<file path="config.mk">
export PLATFORM = sky130hd
export DESIGN_NAME = nibser_datapath
export DESIGN_NICKNAME = d
export VERILOG_FILES = /design/src/rtl/nibser_pkg.sv /design/src/rtl/nibser_alu.sv /design/src/rtl/nibser_regmem.sv /design/src/rtl/nibser_seq.sv /design/src/rtl/nibser_datapath.sv
export SDC_FILE = /design/constraint.sdc
export NUM_CORES = 1
export LEC_CHECK = 0
export BUFFER_PORTS_ARGS = -buffer_cell sky130_fd_sc_hd__buf_2
export CAP_MARGIN = 10
export CORE_ASPECT_RATIO = 0.6
export CORE_MARGIN = 2
export CORE_UTILIZATION = 55
export DETAILED_ROUTE_END_ITERATION = 10
export PLACE_DENSITY = 0.76
export SETUP_SLACK_MARGIN = 0.15
export SKIP_LAST_GASP = 1
export SLEW_MARGIN = 5
export SYNTH_ARGS = -nofsm -noshare
export SYNTH_HDL_FRONTEND = slang
export SYNTH_HIERARCHICAL = 1
export SYNTH_SLANG_ARGS = --single-unit
</file>
<file path="constraint.sdc">
create_clock -name clk -period 3.7 [get_ports clk]
set_clock_uncertainty 0.05 [all_clocks]
set_input_delay 0.37 -clock clk [delete_from_list [all_inputs] [get_ports clk]]
set_output_delay 0.37 -clock clk [all_outputs]
set_load 0.02 [all_outputs]
</file>
<file path="src/rtl/nibser_pkg.sv">
// Shared opcode encoding for the nybble-serial datapath.
package nibser_pkg;
    typedef enum logic [1:0] {
        OP_ADD = 2'b00,
        OP_SUB = 2'b01,
        OP_AND = 2'b10,
        OP_XOR = 2'b11
    } alu_op_e;
endpackage

</file>
<file path="src/rtl/nibser_alu.sv">
// One-slice ALU: adds, subtracts (a + ~b + cin), ANDs or XORs two slices.
// Assumes the caller supplies the slice carry-in; the logic ops report carry 0.
module nibser_alu
    import nibser_pkg::*;
#(
    parameter int NYB_W = 4
) (
    input  alu_op_e          op,
    input  logic [NYB_W-1:0] a,
    input  logic [NYB_W-1:0] b,
    input  logic             cin,
    output logic [NYB_W-1:0] res,
    output logic             cout
);
    logic [NYB_W:0] sum;

    // Slice result and carry selected by opcode.
    always_comb begin
        sum  = '0;
        res  = '0;
        cout = 1'b0;
        unique case (op)
            OP_ADD: begin
                sum  = {1'b0, a} + {1'b0, b} + {{NYB_W{1'b0}}, cin};
                res  = sum[NYB_W-1:0];
                cout = sum[NYB_W];
            end
            OP_SUB: begin
                sum  = {1'b0, a} + {1'b0, ~b} + {{NYB_W{1'b0}}, cin};
                res  = sum[NYB_W-1:0];
                cout = sum[NYB_W];
            end
            OP_AND: res = a & b;
            OP_XOR: res = a ^ b;
            default: res = '0;
        endcase
    end
endmodule

</file>
<file path="src/rtl/nibser_regmem.sv">
// Register memory: DEPTH entries of NYB_W bits, two combinational read ports
// and one synchronous write port. Cleared by synchronous reset.
// Assumes a read of the address being written returns the old value.
module nibser_regmem #(
    parameter int NYB_W = 4,
    parameter int DEPTH = 16,
    localparam int AW = $clog2(DEPTH)
) (
    input  logic             clk,
    input  logic             rst_n,
    input  logic             we,
    input  logic [AW-1:0]    waddr,
    input  logic [NYB_W-1:0] wdata,
    input  logic [AW-1:0]    raddr_a,
    input  logic [AW-1:0]    raddr_b,
    output logic [NYB_W-1:0] rdata_a,
    output logic [NYB_W-1:0] rdata_b
);
    logic [NYB_W-1:0] mem [DEPTH];

    // Clear on reset; otherwise write one entry when enabled.
    always_ff @(posedge clk) begin
        if (!rst_n) begin
            for (int i = 0; i < DEPTH; i++) mem[i] <= '0;
        end else if (we) begin
            mem[waddr] <= wdata;
        end
    end

    // Asynchronous reads for both operand ports.
    always_comb begin
        rdata_a = mem[raddr_a];
        rdata_b = mem[raddr_b];
    end


    wr_lands_chk: assert property (@(posedge clk) disable iff (!rst_n)
        we |=> (mem[$past(waddr)] == $past(wdata)));
endmodule

</file>
<file path="src/rtl/nibser_seq.sv">
// Sequencer: accepts a start when idle, steps the phase through every slice
// from 0 upward, then pulses done once. Starts during busy are ignored.
module nibser_seq #(
    parameter int SLICES = 4,
    localparam int PH_W = $clog2(SLICES)
) (
    input  logic            clk,
    input  logic            rst_n,
    input  logic            start_i,
    output logic            accept_o,
    output logic            busy_o,
    output logic [PH_W-1:0] phase_o,
    output logic            last_o,
    output logic            done_o
);
    localparam logic [PH_W-1:0] LAST_PH = PH_W'(SLICES - 1);

    assign accept_o = start_i && !busy_o;
    assign last_o   = busy_o && (phase_o == LAST_PH);

    // Busy flag, phase counter and done pulse.
    always_ff @(posedge clk) begin
        if (!rst_n) begin
            busy_o  <= 1'b0;
            phase_o <= '0;
            done_o  <= 1'b0;
        end else begin
            done_o <= last_o;
            if (accept_o) begin
                busy_o  <= 1'b1;
                phase_o <= '0;
            end else if (busy_o) begin
                if (last_o) busy_o <= 1'b0;
                else        phase_o <= phase_o + 1'b1;
            end
        end
    end


    phase_step_chk: assert property (@(posedge clk) disable iff (!rst_n)
        (busy_o && !last_o) |=> (busy_o && phase_o == PH_W'($past(phase_o) + 1'b1)));

    start_accept_chk: assert property (@(posedge clk) disable iff (!rst_n)
        (start_i && !busy_o) |=> (busy_o && phase_o == '0));

    done_after_last_chk: assert property (@(posedge clk) disable iff (!rst_n)
        last_o |=> (done_o && !busy_o));

    done_pulse_chk: assert property (@(posedge clk) disable iff (!rst_n)
        done_o |=> !done_o);
endmodule

</file>
<file path="src/rtl/nibser_datapath.sv">
// Nybble-serial datapath top. Samples the operation at start, then spends one
// cycle per slice: reads both sources at {reg, phase}, runs the slice ALU,
// writes the destination at the same phase and keeps the carry for the next
// slice. Assumes the controller waits for done before relying on carry_o.
module nibser_datapath
    import nibser_pkg::*;
#(
    parameter int NYB_W    = 4,
    parameter int SLICES   = 4,
    parameter int NUM_REGS = 4,
    localparam int WORD_W  = NYB_W * SLICES,
    localparam int PH_W    = $clog2(SLICES),
    localparam int RI_W    = $clog2(NUM_REGS),
    localparam int DEPTH   = NUM_REGS * SLICES,
    localparam int AW      = RI_W + PH_W
) (
    input  logic              clk,
    input  logic              rst_n,
    input  logic              start_i,
    input  logic [1:0]        op_i,
    input  logic [RI_W-1:0]   src_a_i,
    input  logic [RI_W-1:0]   src_b_i,
    input  logic [RI_W-1:0]   dst_i,
    input  logic              imm_sel_i,
    input  logic [WORD_W-1:0] imm_i,
    output logic [NYB_W-1:0]  res_nyb_o,
    output logic              res_vld_o,
    output logic              done_o,
    output logic              carry_o
);
    logic              accept, busy, last;
    logic [PH_W-1:0]   phase;
    alu_op_e           op_q;
    logic [RI_W-1:0]   src_a_q, src_b_q, dst_q;
    logic              imm_sel_q;
    logic [WORD_W-1:0] imm_q;
    logic              carry_q, cin, alu_cout;
    logic [NYB_W-1:0]  rd_a, rd_b, opnd_b, alu_res;
    logic [NYB_W-1:0]  imm_slice [SLICES];

    nibser_seq #(.SLICES(SLICES)) u_seq (
        .clk      (clk),
        .rst_n    (rst_n),
        .start_i  (start_i),
        .accept_o (accept),
        .busy_o   (busy),
        .phase_o  (phase),
        .last_o   (last),
        .done_o   (done_o)
    );

    // Hold the operation fields for the whole sequence.
    always_ff @(posedge clk) begin
        if (!rst_n) begin
            op_q      <= OP_ADD;
            src_a_q   <= '0;
            src_b_q   <= '0;
            dst_q     <= '0;
            imm_sel_q <= 1'b0;
            imm_q     <= '0;
        end else if (accept) begin
            op_q      <= alu_op_e'(op_i);
            src_a_q   <= src_a_i;
            src_b_q   <= src_b_i;
            dst_q     <= dst_i;
            imm_sel_q <= imm_sel_i;
            imm_q     <= imm_i;
        end
    end

    nibser_regmem #(.NYB_W(NYB_W), .DEPTH(DEPTH)) u_regs (
        .clk     (clk),
        .rst_n   (rst_n),
        .we      (busy),
        .waddr   ({dst_q, phase}),
        .wdata   (alu_res),
        .raddr_a ({src_a_q, phase}),
        .raddr_b ({src_b_q, phase}),
        .rdata_a (rd_a),
        .rdata_b (rd_b)
    );

    // Split the immediate into slices for the phase-indexed multiplexer.
    for (genvar g = 0; g < SLICES; g++) begin : g_imm
        assign imm_slice[g] = imm_q[g*NYB_W +: NYB_W];
    end

    // Second operand source and slice carry-in.
    always_comb begin
        opnd_b = imm_sel_q ? imm_slice[phase] : rd_b;
        if (phase == '0) cin = (op_q == OP_SUB);
        else             cin = carry_q;
    end

    nibser_alu #(.NYB_W(NYB_W)) u_alu (
        .op   (op_q),
        .a    (rd_a),
        .b    (opnd_b),
        .cin  (cin),
        .res  (alu_res),
        .cout (alu_cout)
    );

    // Carry register: follows each slice, holds once idle.
    always_ff @(posedge clk) begin
        if (!rst_n)    carry_q <= 1'b0;
        else if (busy) carry_q <= alu_cout;
    end

    assign res_nyb_o = alu_res;
    assign res_vld_o = busy;
    assign carry_o   = carry_q;


    carry_hold_chk: assert property (@(posedge clk) disable iff (!rst_n)
        (!busy && !accept) |=> $stable(carry_o));

    logic_carry_chk: assert property (@(posedge clk) disable iff (!rst_n)
        (busy && (op_q == OP_AND || op_q == OP_XOR)) |=> !carry_o);
endmodule

</file>
Word-level counts from Yosys, hierarchy flattened. Memory sizes are Yosys's and may differ from the RTL's. Cells that the tools add are included.

Register bits: 30. Memory bits (writable): 64. Output and inout bits: 7. Logic and storage cells: 52. Memories: 1.

Add/subtract/negate cells: 5. Magnitude comparators: 1. Equal/unequal tests: 4. Multiplexer cells: 17. Bitwise operators: 6. Reduce and logical (&&, ||, !) cells: 8.

Memory list: u_regs.mem (depth 16, bits a word 4, rd ports 2, clocked after Yosys merged registers in 0, write ports 16, RTL line nibser_regmem.sv:19) `logic [NYB_W-1:0] mem [DEPTH];`.

Operators with widths (count): $mux W4 (5); $pmux W4 S4 (1); $add A4 B4 Y5 (2); $add A5 B1 Y5 (2); $mux W1 (9); $bmux W4 S2 (1); $eq A2 B2 Y1 const B (3); $and A4 B4 Y4 (1); $logic_not A2 Y1 (2); $not A4 Y4 (1); $reduce_or A4 Y1 (1); $xor A4 B4 Y4 (1); $ge A3 B3 Y1 const B (1); $not A2 Y3 (1); $add A2 B1 Y2 const B (1); $eq A2 B1 Y1 const B (1); $logic_and A1 B1 Y1 (2); $not A1 Y1 (2); $pmux W1 S2 (1); $reduce_and A2 Y1 (1); $reduce_or A2 Y1 (1); $logic_not A1 Y1 (1).

Longest topological paths before layout. Gate-level depths: netlist of the first run.

Word-level depth: 10. Depth in mapped cells: 16.

Cells and area by module. Netlist of the first run, hierarchy kept.

By module, submodules not included: nibser_regmem (instances 1, cells each 251, area an instance 3656.0 µm², sequential area each 1921.8 µm²); nibser_datapath (instances 1, cells each 105, area an instance 1177.4 µm², sequential area each 520.5 µm²); nibser_alu (instances 1, cells each 58, area an instance 470.5 µm², sequential area each 0.0 µm²); nibser_seq (instances 1, cells each 18, area an instance 177.7 µm², sequential area each 80.1 µm²).

Least setup slack after synthesis of the first run. No wires, ideal clock.

Kind: flip-flop to flip-flop. Start point: register u_seq.phase_o[0]. End point: memory u_regs.mem[8][2], data pin. Setup time: 0.132 ns. Arrival time: 4.003 ns. Required time: 3.518 ns. Path slack: -0.485 ns. Stages on the path, launching flop included: 16. Path buffers: 3. Clock period less this slack: 4.185 ns. Cell sequence: dfxtp_1 buf_6 buf_12 mux4_1 nand3_1 nand3_1 nand2b_1 o221ai_1 fa_1 inv_1 fa_1 nor3_1 a21o_2 a221oi_1 clkbuf_1 and2_1.

RTL lines: start, declared (RTL line nibser_seq.sv:12) `output logic [PH_W-1:0] phase_o,`; start signal, assigned (RTL line nibser_seq.sv:34) `else phase_o <= phase_o + 1'b1;`; end, declared (RTL line nibser_regmem.sv:19).

Final worst setup path of the first run.
Start point: register u_seq.phase_o[0]. End point: output res_nyb_o[1].

Elaborated cells on any way between the ends: 16. Those cells by class: 4 x add/sub; 6 x mux; 4 x bitwise; 1 x reduce/logical; 1 x memory.

RTL lines: $mem_v2 Z16 W4 *; named net rd_b[0] (RTL line nibser_datapath.sv:38) `logic [NYB_W-1:0] rd_a, rd_b, opnd_b, alu_res;`; $mux W4 * (RTL line nibser_datapath.sv:90) `opnd_b = imm_sel_q ? imm_slice[phase] : rd_b;`; named net opnd_b[0] (RTL line nibser_datapath.sv:38); $not A4 Y4 (RTL line nibser_alu.sv:29) `sum = {1'b0, a} + {1'b0, ~b} + {{NYB_W{1'b0}}, cin};`; $add A4 B4 Y5 (RTL line nibser_alu.sv:29); $add A5 B1 Y5 (RTL line nibser_alu.sv:29); $pmux W4 S4 * (RTL line nibser_alu.sv:22) `unique case (op)`; end, declared (RTL line nibser_datapath.sv:26) `output logic [NYB_W-1:0] res_nyb_o,`.

Mark *: on every way through the listed nets, which the timed path passes. The rest lies on a longest branch. The select of a mux whose other input is x is not followed.

==> key figures, run 1 <==
Synth
  • Sequential element share of the synthesized area: 0.460
  • Yosys warns: 6
  • Syn Nets: 473
  • Syn Area/Cell: between 10 and 15 um2
  • Post-Syn Instances: 432
  • Post-Syn Area: 0.00548 mm2
  • Post-synth EDFFs: 64
  • Post-synth top flop: edfxtp_1
  • Unique masters post-synth: 45
  • Async S/R FF share, synth: 0
  • Synth Register Bits: 94

Critical path
  • CP required: about 3.3 ns
  • Setup Crit Path Kind: reg2out
  • WP data arrival: 3.43 ns
  • R2R cell count: 12
  • Worst setup SP type: flop
  • CP endpoint kind: primary output
  • CP Max Fanout: 8
  • Max stage delay on crit path: about 0.56 ns
  • Largest delay share family, worst path: multiplexers
  • Cell count along the critical path: 10
  • Buffers & Inverters on Critical Path: 2
  • FF-to-FF setup slack: 0.02 ns
  • Critical path, cell by cell: mux4_2 > a22oi_2 > nand3_1 > nand2b_1 > o221ai_4 > fa_2 > inv_2 > fa_2 > mux4_2 > buf_6
  • Crit-path slowest cell: mux4_2

STA
  • Final Hold Fails: 0
  • Final setup viols: 3
  • Period utilisation layout: 1.04
  • RSZ-0062 raised after global routing: yes
  • Worst setup margin: -0.149 ns
  • Slew HR: 0.474
  • WHS: ~0.23 ns
  • Highest Clock Rate: 0.260 GHz
  • Max-slew violation count: 0
  • Tightest Pin Transition: just under 0.8 ns
  • Setup Total Neg Slack: -0.377 ns
  • Min cycle time layout: a little under 4 ns

Job
  • Max Cap Viol: 0

Finish
  • Layout area overhead: 16.1%
  • Fraction of layout cells with a size suffix above 1: 0.270
  • Fin cells: 624
  • Nets: between 500 and 600
  • Inserted Diodes: 0
  • Final core occ: 0.651

Die
  • Io pins: 35
  • Starting Density: 0.561
  • Core footprint: 0.00977 mm2
  • Die height: just over 80 um
  • Rows: 28
  • Die Area: approximately 0.011 mm2
  • Chip width: between 100 and 150 um

Power
  • Max IR drop VDD: around 0.38 mV
  • Leak: 2.43 nW
  • PD cells: ~470 mW/mm2

GRT
  • Global-route wire length before repair: 20500 um
  • Tot GR Track Use: 0.265
  • Met2 global-route usage: 0.384
  • Most Used Layer, Global Route: met2
  • Global route overflow: 0
  • Vias in the first global route: 3579
  • Initial antenna violation count: 0
  • Grt met1 use: 0.383
  • GRT met3 Usage: 0.0818
  • Pin count of the biggest net entering global routing: 46

Clock network
  • Root Buffer: clkbuf_16
  • Worst-Skew Late Latency: 0.35 ns
  • Post-CTS Hold Buffers: 0
  • Sink Count: 94
  • Clk slew on worst S/H paths: 0.07 ns
  • CTS Buffer Depth: 2
  • CTS tree: done
  • H-Tree Depth: 3
  • Inserted Clock Buffers: 9

Placed design
  • Port bufs: 34
  • Inst Count DP: about 600
  • DP Wirelength: ~9700 um
  • Place WS: 0.000347 ns
  • Gp weighted congestion: 0.949

Route
  • Vias per cell: 6.15
  • Drc violations: 0
  • Post-detailed-route wirelength per cell: between 20 and 25 um
  • Post-DRT Antenna Nets: 0
  • Via count: between 3k and 4k
  • Drt initial violations: about 420
  • Detailed Routing Iterations Pass 1: 6
  • WL final: 13800 um

Status
  • Status: finished with violations
  • Failing checks: negative setup slack

Worst hold path
  • Min-Delay Path Depth: 3
  • Hold crit path type: in2reg
==> stage by stage <==
| step | area [um2] | power, W |
|---|---|---|
| final | 6370 | 0.00297 |
| after global routing | 6370 | 0.00308 |
| after global placement | 5810 | 0.00187 |
| after detailed placement | 5810 | 0.00190 |
| after floorplan | 5520 | 0.00167 |
| after CTS | 6230 | 0.00288 |
==> synthesized netlist by cell type, types with 12 or more instances <==
library cell / number / share of area
mux4_1: 28 / 0.13
nand2b_1: 13 / 0.015
nor2_1: 16 / 0.011
edfxtp_1: 64 / 0.35
mux2i_1: 34 / 0.062
inv_1: 12 / 0.0082
nand2_1: 17 / 0.012
and2_1: 64 / 0.073
dfxtp_1: 30 / 0.11
o21ai_0: 16 / 0.015
nor2b_1: 32 / 0.037
nand3_1: 16 / 0.015
==> routing by layer <==
metal | share of wire | vias up | wire [um]
met2 | 0.44 | 182 | 6020
met5 | 0 | - | 0
met1 | 0.45 | 1915 | 6130
li1 | - | 1717 | -
met4 | 0.016 | 0 | 221
met3 | 0.10 | 21 | 1390
==> tightest hold or removal path, stage by stage <==
cell,delay [ns]
buf_2,0.08
mux2i_1,0.05
nor2b_1,0.09
==> where the power goes <==
group | switching [W] | total [W] | internal (W) | leakage, nW
Sequential | 0.0000456 | 0.00121 | 0.00117 | 0.911
Combinational | 0.000465 | 0.000878 | 0.000413 | 1.38
Clock | 0.000415 | 0.000879 | 0.000464 | 0.136
Total | 0.000925 | 0.00297 | 0.00205 | 2.43
==> layout make-up <==
| type | count | area [um2] |
|---|---|---|
| fill | 726 | 3410 |
| multi-input combinational | 303 | 2850 |
| sequential | 94 | 2530 |
| timing repair buffer | 64 | 489 |
| clock buffer | 9 | 225 |
| tap | 135 | 169 |
| clock inverter | 7 | 53.8 |
| inverter | 12 | 45.0 |
==> path summary, 6_finish.rpt <==
kind	from	endpoint
max	u_seq/phase_o[0]	res_nyb_o[1]
min	imm_i[7]	imm_q[7]
max reg2reg	u_seq/phase_o[0]	u_regs/mem[6][1]
min reg2reg	imm_q[8]	imm_q[8]
==> cell families (layout without fill, tap and decap cells) <==
family	Yosys count	count (layout)	synth area share
simple gates	178	178	0.189
flops	94	94	0.460
mux	67	67	0.217
compound gates	43	43	0.0523
buf+inv	35	92	0.0431
fa+ha+maj	13	13	0.0352
xor+xnor	2	2	0.00320
==> placed cells by master, fill, tap and decap left out, types with 14 or more instances in the layout <==
| master | instances |
|---|---|
| and2_1 | 63 |
| buf_2 | 31 |
| buf_4 | 20 |
| dfxtp_1 | 28 |
| edfxtp_1 | 64 |
| mux2i_1 | 34 |
| mux4_1 | 20 |
| nand2_1 | 17 |
| nand3_1 | 14 |
| nor2_1 | 16 |
| nor2b_1 | 32 |
| o21ai_0 | 15 |
==> sequential cells by signal, summed over array words and instances (netlist names) <==
register,count
u_regs/mem,64
imm_q,16
dst_q,2
op_q,2
src_a_q,2
src_b_q,2
u_seq/phase_o,2
carry_o,1
imm_sel_q,1
u_seq/busy_o,1
u_seq/done_o,1
==> timing repair <==
action / 4_1_cts / 5_1_grt
setup endpoints to repair: 46 / 49
gates cloned: 0 / 1
gates resized for setup: 29 / 22
pin swaps: 7 / 5
buffers inserted: 8 / 3
(Power assumes the default switching activity.)
==> run 2, diff against run 1 <==
PLACE_DENSITY = 0.77   (was 0.76)
SYNTH_HIERARCHICAL = unset   (was 1)
==> key figures, run 2 <==
Status
  • Status: finished with violations
  • Failing checks: negative setup slack

Finish
  • Final design instance area without fill: 0.00619 mm2
  • Fraction of layout cells with a size suffix above 1: 0.327
  • Flip-flop count of the largest register, all copies and words added: 64
  • Fin cells: 622
  • Sequential Area: roughly 0.0025 mm2
  • Biggest registers after layout: u_regs.mem x64, imm_q x16
  • Nets: around 550
  • Final core occ: 0.710
  • Multi-input gate area: 0.00250 mm2
  • Inserted Diodes: 0
  • Fill count: around 600
  • Layout area overhead: 22.8%
  • Commonest cells after routing, fill and taps aside: nand2_1, edfxtp_1, nor2_1
  • Commonest non-fill, non-tap cell in the layout: nand2_1
  • Register with the most flip-flops: u_regs.mem

GRT
  • Global route overflow: 0
  • Vias in the first global route: 3816
  • Pin count of the biggest net entering global routing: 47
  • Global-route wire length before repair: approximately 22000 um
  • Initial antenna violation count: 0
  • Tot GR Track Use: 0.299

Synth
  • Async S/R FF share, synth: 0
  • Syn Nets: 492
  • Sequential element share of the synthesized area: 0.500
  • Top post-synthesis cells by area: edfxtp_1, dfxtp_1, mux4_2
  • Syn Area/Cell: around 11 um2
  • Post-Synth Adder-Cell Area: 0.0457
  • Post-Syn Area: around 0.0050 mm2
  • Post-Syn Instances: around 450
  • Leading cell types by count after synthesis: nand2_1, edfxtp_1, nor2_1
  • Mux contribution to synthesized area: 0.153
  • Yosys warns: 0
  • Synth Area in XOR/XNOR: 0.00521
  • Largest family of logic cells by synthesized area: simple AND/OR/NAND/NOR gates
  • Cell with the most instances after synthesis: nand2_1
  • Cell taking the most area after synthesis: edfxtp_1
  • Post-synth top flop: edfxtp_1
  • Yosys top cell area share: 0.381
  • Synth Register Bits: 94
  • Post-synth EDFFs: 64
  • Synth Area in Compound Gates: 0.0797
  • Simple-gate portion of the synthesized area: 0.169
  • Unique masters post-synth: 45

STA
  • Setup Total Neg Slack: -1.71 ns
  • Min cycle time layout: 3.94 ns
  • Highest Clock Rate: roughly 0.25 GHz
  • Tightest Pin Transition: 0.988 ns
  • Final Hold Fails: 0
  • Final setup viols: 19
  • Period utilisation layout: 1.07
  • Worst setup margin: -0.243 ns
  • Slew HR: 0.341
  • RSZ-0062 raised after global routing: yes
  • Max-slew violation count: 0

Clock network
  • Root Buffer: clkbuf_16
  • Post-CTS Hold Buffers: 0
  • Worst-Skew Late Latency: 0.35 ns
  • Sink Count: 94
  • H-Tree Depth: 3
  • Inserted Clock Buffers: 9
  • CTS tree: done
  • Clk slew on worst S/H paths: about 0.070 ns
  • CTS Buffer Depth: 2

Power
  • Reg power frac: 0.399
  • PD cells: just under 500 mW/mm2
  • Leak: 2.35 nW
  • Comb pwr share: 0.314
  • Max IR drop VDD: 0.439 mV
  • Net switching power: 0.000978 W
  • Int Pwr: 0.00205 W
  • Switch share: 0.323
  • Clk pwr share: 0.287

Die
  • Rows: 26
  • Die Area: 0.00997 mm2
  • Die height: 78.2 um
  • Io pins: 35
  • Core footprint: 0.00872 mm2
  • Chip width: 128 um
  • Starting Density: 0.578

Critical path
  • Largest delay share family, worst path: multiplexers
  • CP required: 3.28 ns
  • Max stage delay on crit path: 0.57 ns
  • WP data arrival: between 3 and 4 ns
  • CP endpoint kind: primary output
  • Crit-path slowest cell: mux4_2
  • Buffers & Inverters on Critical Path: 5
  • Critical path, cell by cell: buf_12 > mux4_2 > mux2i_1 > o221a_4 > inv_4 > fa_2 > inv_2 > fa_2 > mux2_4 > mux2i_4 > inv_4 > buf_6
  • Setup Crit Path Kind: reg2out
  • CP Max Fanout: 5
  • Worst setup SP type: flop

Route
  • Drc violations: 0
  • Post-detailed-route wirelength per cell: ~23 um
  • WL final: 14100 um
  • Post-DRT Antenna Nets: 0
  • Detailed Routing Iterations Pass 1: 5
  • Drt initial violations: 314
  • Vias per cell: 6.14
  • Via count: 3818

Job
  • Max Cap Viol: 0

Placed design
  • Place WS: -0.0691 ns
  • Inst Count DP: 593
  • Area after DPL: 0.00548 mm2
  • Gp weighted congestion: around 0.95
  • DP Wirelength: 10000 um
  • Port bufs: 34

Worst hold path
  • Hold crit path type: in2reg
run 2: cell count changes after synthesis, sizes merged, moves of 19 or more:
cell | before | now
a21boi | 0 | 28
and2 | 66 | 0
mux2i | 34 | 15
nand2 | 17 | 88
nor2 | 17 | 58
nor2b | 32 | 4
run 2: timing repair:
item / CTS / global route
buffers inserted: 8 / 3
resized for setup: 51 / 11
setup endpoints to repair: 52 / 52
gates cloned: 2 / 0
pin swaps: 11 / 7
hold endpoints to repair: 0 / 0
run 2: final cells by class:
class	count	share of cell area
flip-flops and latches	94	0.408
multi-input cells	306	0.404
repair buffers	80	0.111
clock buffers	10	0.0370
well taps	112	0.0226
inverters	14	0.00930
clock inverters	6	0.00748
run 2: routing by layer:
layer,GRT usage,part of all wire
met2,0.432,0.44
met3,0.123,0.13
met5,0,0
met1,0.418,0.41
met4,0.0835,0.023
run 2: power by group through the flow:
| stage | Combinational (W) | Clock (W) | Sequential (W) |
|---|---|---|---|
| finish | 0.000950 | 0.000868 | 0.00120 |
| global route | 0.00100 | 0.000914 | 0.00121 |
| CTS | 0.000888 | 0.000870 | 0.00120 |
| detailed placement | 0.000728 | 0 | 0.00123 |
| global placement | 0.000710 | 0 | 0.00122 |
| floorplan | 0.000530 | 0 | 0.00121 |
run 2: cell families after synthesis:
logic type                 count (synthesis)
and+or+nand+nor                          189
DFF                                       94
AOI/OAI and AO/OA                         54
buffers and inverters                     48
muxes                                     44
adders and majority gates                 16
xor gates and xnor gates                   3
run 2: stage by stage:
step                hold slack [ns]  total power [W]
floorplan                     0.390          0.00174
global placement              0.400          0.00193
detailed placement            0.408          0.00195
CTS                           0.217          0.00296
global route                  0.233          0.00312
finish                        0.223          0.00302
run 2: worst reg2reg max path: stages (launching register included):
cell     delay (ns)
dfxtp_4        0.36
buf_12         0.13
mux4_2         0.57
mux2i_1        0.21
o221a_4        0.26
inv_4          0.05
fa_2           0.39
inv_2          0.06
fa_2           0.42
mux2_4         0.28
mux2i_4        0.27
buf_4          0.17
buf_6          0.10
buf_8          0.13
nor2_1         0.06
run 2: worst paths after layout:
kind	startpoint	endpoint	cells after the start	slack (ns)
setup reg to reg	u_seq.phase_o[0]	u_regs.mem[0][1]	14	-0.08
setup / recovery	u_seq.phase_o[0]	res_nyb_o[1]	12	-0.24
hold reg to reg	imm_q[11]	imm_q[11]	2	0.41
hold / removal	imm_i[4]	imm_q[4]	3	0.22
